[src/rtl/irqVecPkg.sv]
package irqVecPkg;

  // Position of each event kind inside a channel's field
  typedef enum logic [2:0] {
    EVT_D2H_NEW  = 3'd0,
    EVT_D2H_LIST = 3'd1,
    EVT_D2H_DONE = 3'd2,
    EVT_H2D_LIST = 3'd3,
    EVT_H2D_DONE = 3'd4
  } evtKind_e;

  localparam int EVT_KINDS = 5;
  localparam int NUM_WORDS = 2;

  // Strobes from control to datapath
  typedef struct packed {
    logic [NUM_WORDS-1:0] clearVec;
    logic                 rdLatch;
    logic                 rdSel;
  } ctrlStrobe_t;

endpackage

[src/rtl/irqVecCtrl.sv]
module irqVecCtrl
  import irqVecPkg::*;
#(
  parameter int NUM_CHAN = 12,
  parameter int CNT_W    = 4
) (
  input  logic [CNT_W-1:0]    chanCount,
  input  logic                rdEn,
  input  logic                rdSel,
  output ctrlStrobe_t         strobe,
  output logic [NUM_CHAN-1:0] chanEn
);

  always_comb begin
    strobe.rdLatch     = rdEn;
    strobe.rdSel       = rdSel;
    strobe.clearVec[0] = rdEn & ~rdSel;
    strobe.clearVec[1] = rdEn & rdSel;
  end

  // A channel is live when its index is below the configured count
  for (genvar c = 0; c < NUM_CHAN; c++) begin : g_en
    assign chanEn[c] = (chanCount > CNT_W'(c));
  end

endmodule

[src/rtl/irqVecDatapath.sv]
module irqVecDatapath
  import irqVecPkg::*;
#(
  parameter int NUM_CHAN     = 12,
  parameter int CHAN_PER_VEC = 6,
  parameter int VEC_W        = 32
) (
  input  logic                          clk,
  input  logic                          rstN,
  input  ctrlStrobe_t                   strobe,
  input  logic [NUM_CHAN-1:0]           chanEn,
  input  logic [NUM_CHAN*EVT_KINDS-1:0] evtFlat,
  output logic [VEC_W-1:0]              vecLo,
  output logic [VEC_W-1:0]              vecHi,
  output logic [VEC_W-1:0]              rdData,
  output logic                          irq
);

  localparam int USED_BITS = CHAN_PER_VEC * EVT_KINDS;

  logic [NUM_WORDS-1:0][VEC_W-1:0] setBits;
  logic [NUM_WORDS-1:0][VEC_W-1:0] vecReg;
  logic [NUM_WORDS-1:0][VEC_W-1:0] vecNext;

  // Pack masked channel events into their word slots
  for (genvar v = 0; v < NUM_WORDS; v++) begin : g_word
    for (genvar i = 0; i < CHAN_PER_VEC; i++) begin : g_slot
      if (v * CHAN_PER_VEC + i < NUM_CHAN) begin : g_live
        assign setBits[v][i*EVT_KINDS +: EVT_KINDS] =
          evtFlat[(v*CHAN_PER_VEC+i)*EVT_KINDS +: EVT_KINDS] &
          {EVT_KINDS{chanEn[v*CHAN_PER_VEC+i]}};
      end else begin : g_absent
        assign setBits[v][i*EVT_KINDS +: EVT_KINDS] = '0;
      end
    end
    if (USED_BITS < VEC_W) begin : g_pad
      assign setBits[v][VEC_W-1:USED_BITS] = '0;
    end

    // Clear on read, but a new event wins over the clear
    assign vecNext[v] = (strobe.clearVec[v] ? '0 : vecReg[v]) | setBits[v];

    always_ff @(posedge clk) begin
      if (!rstN) vecReg[v] <= '0;
      else       vecReg[v] <= vecNext[v];
    end
  end

  always_ff @(posedge clk) begin
    if (!rstN) begin
      rdData <= '0;
      irq    <= 1'b0;
    end else begin
      if (strobe.rdLatch) rdData <= strobe.rdSel ? vecReg[1] : vecReg[0];
      irq <= |vecNext;
    end
  end

  assign vecLo = vecReg[0];
  assign vecHi = vecReg[1];

  // reserved top bits stay zero
  assert_reserved_zero_R3: assert property (@(posedge clk) disable iff (!rstN)
    (vecLo[VEC_W-1:USED_BITS] == '0) && (vecHi[VEC_W-1:USED_BITS] == '0));

  // without a clear, no bit of a word falls
  assert_sticky_lo_R5: assert property (@(posedge clk) disable iff (!rstN)
    !strobe.clearVec[0] |=> ((vecLo & $past(vecLo)) == $past(vecLo)));
  assert_sticky_hi_R5: assert property (@(posedge clk) disable iff (!rstN)
    !strobe.clearVec[1] |=> ((vecHi & $past(vecHi)) == $past(vecHi)));

  // events that collide with a clear survive it
  assert_no_lost_event_R7: assert property (@(posedge clk) disable iff (!rstN)
    strobe.clearVec[0] |=> ((vecLo & $past(setBits[0])) == $past(setBits[0])));

  // read data is the pre-clear word
  assert_read_data_R8: assert property (@(posedge clk) disable iff (!rstN)
    strobe.rdLatch |=> (rdData == $past(strobe.rdSel ? vecHi : vecLo)));

  // request follows pending bits
  assert_irq_pending_R9: assert property (@(posedge clk) disable iff (!rstN)
    irq == ((vecLo != '0) || (vecHi != '0)));

endmodule

[src/rtl/irqVecAggregator.sv]
module irqVecAggregator
  import irqVecPkg::*;
#(
  parameter int NUM_CHAN     = 12,
  parameter int CHAN_PER_VEC = 6,
  parameter int VEC_W        = 32,
  parameter int CNT_W        = 4
) (
  input  logic                clk,
  input  logic                rstN,
  input  logic [CNT_W-1:0]    chanCount,
  input  logic [NUM_CHAN-1:0] evtD2hNew,
  input  logic [NUM_CHAN-1:0] evtD2hListDone,
  input  logic [NUM_CHAN-1:0] evtD2hXferDone,
  input  logic [NUM_CHAN-1:0] evtH2dListDone,
  input  logic [NUM_CHAN-1:0] evtH2dXferDone,
  input  logic                rdEn,
  input  logic                rdSel,
  output logic [VEC_W-1:0]    rdData,
  output logic [VEC_W-1:0]    vecLo,
  output logic [VEC_W-1:0]    vecHi,
  output logic                irq
);

  ctrlStrobe_t                   strobe;
  logic [NUM_CHAN-1:0]           chanEn;
  logic [NUM_CHAN*EVT_KINDS-1:0] evtFlat;

  for (genvar c = 0; c < NUM_CHAN; c++) begin : g_flat
    assign evtFlat[c*EVT_KINDS + int'(EVT_D2H_NEW)]  = evtD2hNew[c];
    assign evtFlat[c*EVT_KINDS + int'(EVT_D2H_LIST)] = evtD2hListDone[c];
    assign evtFlat[c*EVT_KINDS + int'(EVT_D2H_DONE)] = evtD2hXferDone[c];
    assign evtFlat[c*EVT_KINDS + int'(EVT_H2D_LIST)] = evtH2dListDone[c];
    assign evtFlat[c*EVT_KINDS + int'(EVT_H2D_DONE)] = evtH2dXferDone[c];
  end

  irqVecCtrl #(.NUM_CHAN(NUM_CHAN), .CNT_W(CNT_W)) uCtrl (
    .chanCount(chanCount),
    .rdEn     (rdEn),
    .rdSel    (rdSel),
    .strobe   (strobe),
    .chanEn   (chanEn)
  );

  irqVecDatapath #(.NUM_CHAN(NUM_CHAN), .CHAN_PER_VEC(CHAN_PER_VEC), .VEC_W(VEC_W)) uDp (
    .clk    (clk),
    .rstN   (rstN),
    .strobe (strobe),
    .chanEn (chanEn),
    .evtFlat(evtFlat),
    .vecLo  (vecLo),
    .vecHi  (vecHi),
    .rdData (rdData),
    .irq    (irq)
  );

  // channel count masks events of unused channels
  assert_masked_channel_R4: assert property (@(posedge clk) disable iff (!rstN)
    (chanCount == '0) |=> ((vecLo & ~$past(vecLo)) == '0) && ((vecHi & ~$past(vecHi)) == '0));

endmodule

[config.mk]
export PLATFORM = sky130hd
export DESIGN_NAME = irqVecAggregator
export DESIGN_NICKNAME = d
export VERILOG_FILES = /design/src/rtl/irqVecPkg.sv /design/src/rtl/irqVecCtrl.sv /design/src/rtl/irqVecDatapath.sv /design/src/rtl/irqVecAggregator.sv
export SDC_FILE = /design/constraint.sdc
export NUM_CORES = 1
export LEC_CHECK = 0
export ABC_AREA = 1
export BUFFER_PORTS_ARGS = -buffer_cell sky130_fd_sc_hd__buf_4
export CORE_MARGIN = 1
export CORE_UTILIZATION = 40
export DETAILED_ROUTE_END_ITERATION = 10
export GPL_ROUTABILITY_DRIVEN = 0
export PLACE_DENSITY = 0.7
export SLEW_MARGIN = 20
export SYNTH_ARGS = -nofsm -noshare
export SYNTH_HDL_FRONTEND = slang
export SYNTH_SLANG_ARGS = --single-unit
[constraint.sdc]
create_clock -name clk -period 1.2 [get_ports clk]
set_input_delay 0.18 -clock clk [delete_from_list [all_inputs] [get_ports clk]]
set_output_delay 0.18 -clock clk [all_outputs]
set_load 0.01 [all_outputs]
Word level (Yosys, flattened, before mapping)
Cells that the tools add are included.
{"block": "classes", "n_lt_le_gt_ge": 12, "n_mux": 3, "n_bitwise": 17, "n_reduce_logical": 1}
{"operator": "2-to-1 mux 32 bit", "count": 3}
{"operator": "bitwise OR 32 x 30 -> 32 bit", "count": 2}
{"operator": "OR reduction 64 bit", "count": 1}
{"operator": "bitwise AND 5 bit", "count": 12}
{"operator": "greater-than comparator 4 x 3 -> 1 bit, second input constant", "count": 4}
{"operator": "greater-than comparator 4 bit, second input constant", "count": 4}
{"operator": "greater-than comparator 4 x 1 -> 1 bit, second input constant", "count": 2}
{"operator": "greater-than comparator 4 x 2 -> 1 bit, second input constant", "count": 2}
{"operator": "bitwise AND 1 bit", "count": 2}
{"operator": "inverter 1 bit", "count": 1}
{"block": "word_totals", "ff_bits": 97, "input_bits": 68, "out_inout_bits": 97, "elab_cells": 37}

Logic depth before layout (Yosys ltp)
{"block": "depth", "ltp_word": 5, "ltp_mapped": 13}

Cells and area by module
From an unflattened synthesis, not the netlist that was laid out.
{"block": "unflattened", "hier_cells": 626, "hier_area_um2": 4271.6}
{"mod": "irqVecDatapath", "n_inst": 1, "cells_each": 598, "area_each_um2": 4145.2, "seq_area_each_um2": 1941.9}
{"mod": "irqVecCtrl", "n_inst": 1, "cells_each": 28, "area_each_um2": 126.4, "seq_area_each_um2": 0.0}

Worst setup path after synthesis
No wires, ideal clock.
{"block": "synth_path", "kind": "input-to-reg", "start": "input rdSel", "end": "register uDp.irq", "setup_ns": 0.128, "t_arrival_ns": 1.071, "required_ns": 1.072, "setup_slack_ns": 0.002, "stages": 11, "cell_sequence": "inv_1 > nand2_2 > inv_2 > buf_2 > o21ai_0 > nor2_1 > nand3_1 > nor2_1 > nand3_1 > nor2_1 > nor2_1"}
{"block": "synth_via", "elab_chain_len": 5, "word_cells_on_any_way": 8, "cone_classes": "mux: 2; bitwise: 5; reduce/logical: 1"}
{"item": "start, declared", "line_no": "irqVecAggregator.sv:18", "source": "input logic rdSel,"}
{"item": "inverter 1 bit", "line_no": "irqVecCtrl.sv:17", "source": "strobe.clearVec[0] = rdEn & ~rdSel;"}
{"item": "bitwise AND 1 bit", "line_no": "irqVecCtrl.sv:17"}
{"item": "2-to-1 mux 32 bit", "line_no": "irqVecDatapath.sv:41", "source": "assign vecNext[v] = (strobe.clearVec[v] ? '0 : vecReg[v]) | setBits[v];"}
{"item": "bitwise OR 32 x 30 -> 32 bit", "line_no": "irqVecDatapath.sv:41"}
{"item": "OR reduction 64 bit *", "line_no": "irqVecDatapath.sv:55", "source": "irq <= |vecNext;"}
{"item": "end signal, assigned", "line_no": "irqVecDatapath.sv:55"}
{"item": "end, declared", "line_no": "irqVecDatapath.sv:16", "source": "output logic irq"}
Every way passes the cells marked *; elsewhere a longest branch is shown, timed or not.
A chain may end at the register's enable or synchronous reset.

Worst setup path after layout
{"block": "layout_path", "start": "register uDp.vecReg, in the netlist uDp.vecLo[17]", "end": "register uDp.irq"}
{"block": "layout_via", "elab_chain_len": 3}
{"item": "start, declared", "line_no": "irqVecDatapath.sv:22", "source": "logic [NUM_WORDS-1:0][VEC_W-1:0] vecReg;"}
{"item": "start signal, assigned by index", "line_no": "irqVecDatapath.sv:45", "source": "else vecReg[v] <= vecNext[v];"}
{"item": "2-to-1 mux 32 bit", "line_no": "irqVecDatapath.sv:41"}
{"item": "bitwise OR 32 x 30 -> 32 bit", "line_no": "irqVecDatapath.sv:41"}
{"item": "OR reduction 64 bit", "line_no": "irqVecDatapath.sv:55"}
Every way passes these cells.

==> results.toml <==
[critical_path]
cpMostUsedCell = "nor2_1"
slowest_stage = "dfxtp_2"
worstSetupPathType = "register to register"
path_buf_inv = 0
start_kind = "register"
crit_path_end_kind = "register"
worstPathMaxFanout = 2
cp_data_arrival_time_ns = 1.53
cp_cell_sequence = "nand2_2 > nand2_1 > nor2_1 > nand2_1 > nor2_1 > nand2_1 > nor2_1 > nand3_1 > nor2_1 > nor2_1"
cp_top_family = "simple AND/OR/NAND/NOR gates"
cp_slowest_stage_delay_ns = 0.34
cp_data_required_time_ns = 1.46

[synthesis]
synth_top_area_share_pct = 45.1
synth_nets = 727
yosys_warnings = 0
syn_inst = 659
synth_seq_area_share_pct = 45.1
synth-seq-cells = 97
yosysUniqueCellTypes = 23
syn_avg_cell_area_sq_um = 6.53
syn_area_sq_um = 4310
yosys.area.top_type = "dfxtp_1"
synth_top_cells_by_area = "dfxtp_1 45%, nand2_1 20%, inv_1 8.9%"

[placed_design]
dpl-instance-area_sq_um = 6310
preCtsSetupSlack_ns = -0.544
dp.cells = 1021
io_buffer_count = 164
hpwl_um = 11300

[timing]
hold_viol_final = 0
setup_slack_ns = -0.0744
period_minus_slack_ns = 1.27
setup_violations = 2
worst_pin_slew_ns = 0.403
slew_headroom_pct = 73.1
skew_ns = 0.0104
rsz0062_at_grt = "yes"
slew_viol_final = 0
clock.fmax_mhz = 785
fin_crit_sh_pct = 106

[pwr]
pwr-share-seq_pct = 45.7
netSwitchingPower_mw = 2.19
swShare_pct = 28.3
ir_drop_v = 0.000623
p_clk_share_pct = 32.5
internal_power_mw = 5.54
leakage_nw = 3.62
powerDensity_nw_per_um2 = 1170
combPwrFrac_pct = 21.8

[cts]
root_buffer = "clkbuf_8"
cts_buffers = 9
clk_pin_slew_ns = 0.10
clock-sinks = 97
tritoncts = "yes"
cts-htree-levels = 3
clk_latency_ns = 0.37
cts_max_path_buffers = 2

[grt]
grt_overflow = 0
grt_pass1_wl_um = 23300
track_usage_pct = 26.8
grt_pass1_vias = 4818
antenna_found_initial = 0
grt_max_degree = 55

[die]
rows = 37
die_area_sq_um = 11200
core_sq_um = 10400
io_pins = 165
start_util_pct = 41.5
die_w_um = 106
die_y_um = 106

[drt]
viasPerCell = 4.82
drt_wl_total_um = 14900
vias = 5003
initialDrtViolationCount = 208
first_pass_iters = 5
drc = 0
drtAntennaViolNets = 0
routedWlPerCell_um = 14.4

[finish]
mostFrequentLayoutCells = "247 x buf_4, 223 x nand2_1, 101 x inv_1"
filler_cell_count = 935
drive_above_1_share_pct = 33.6
stdcell_count = 1038
nets = 965
post-route-util_pct = 63.9
final_common_cell = "buf_4"
areaGrowthSynthToFinish_pct = 53.9
final_cell_area_sq_um = 6630
insertedDiodeCount = 0

[run]
drv_cap = 0

[outcome]
status = "complete, but fails checks"
violations = "negative setup slack"

[worst_hold_path]
hp-class = "input pin to register"
synth_stat cells (all sizes together):
library cell    n
nor2           84
buf            17
o21ai          28
nand4           1
nand3          25
nand2         237
dfxtp          97
o211ai         19
a21oi          30
nor3            1
inv           105
clkbuf         10
o22ai           1
o221ai          4
registers in the layout, indices dropped and copies added, names as in the netlist:
name,cells
uDp.rdData,32
uDp.vecHi,32
uDp.vecLo,32
uDp.irq,1
path summary, 6_finish.rpt:
check / cells past startpoint / slack, ns / startpoint / to
setup / recovery: 10 / -0.07 / uDp.vecLo[17] / uDp.irq
hold reg to reg: 2 / 0.48 / uDp.vecHi[6] / uDp.vecHi[6]
hold / removal: 3 / 0.09 / evtH2dListDone[10] / uDp.vecHi[23]
setup reg to reg: 10 / -0.07 / uDp.vecLo[17] / uDp.irq
worst reg2reg max path: cells and delay by family, from the launching register on:
family | cells | cell delay, ns
AND/OR/NAND/NOR | 10 | 0.82
flip-flops | 1 | 0.34
cell type report:
type                       count  area, sq um  area share [%]
clock inverter                 5         86.3            1.30
clock buffer                  11          151            2.28
multi-input combinational    430         1900            28.6
timing repair buffer         254         1980            29.8
tap                          136          170            2.57
inverter                     105          394            5.95
sequential                    97         1950            29.4
per-layer routing:
metal | vias to the layer above | track usage, % | routed length, um
li1 | 2484 | - | -
met1 | 2273 | 33.6 | 6270
met2 | 218 | 45.2 | 7250
met3 | 28 | 5.13 | 1100
met4 | 0 | 10.4 | 283
met5 | - | 0 | 0
cell families after synthesis:
group	count (synthesis)	synth area share [%]
and+or+nand+nor	348	31.6
buffers and inverters	132	12.2
DFF	97	45.1
AOI/OAI and AO/OA	82	11.1
power groups by stage:
stage               clock, mW  combinational [mW]  sequential, mW
floorplan                   0               0.622            3.66
global placement            0                1.61            3.60
detailed placement          0                1.64            3.60
CTS                      2.56                1.66            3.53
global route             2.67                1.84            3.56
finish                   2.51                1.68            3.53
stage by stage:
stage,setup TNS [ns],hold WS [ns],power [mW]
after floorplan,0,0.338,4.29
after global placement,-1.30,0.459,5.20
after detailed placement,-1.98,0.471,5.24
after CTS,-0.0242,0.0728,7.74
after global routing,-0.209,0.0951,8.07
final,-0.0910,0.0917,7.72
what timing repair did:
item / in CTS / in global routing
hold buffers: 0 / 0
pin swaps: 9 / 14
endpoints found under the setup margin: 1 / 1
gates resized for setup: 11 / 18
setup buffers: 0 / 1
Note: power is estimated with default switching activity, not from simulation.
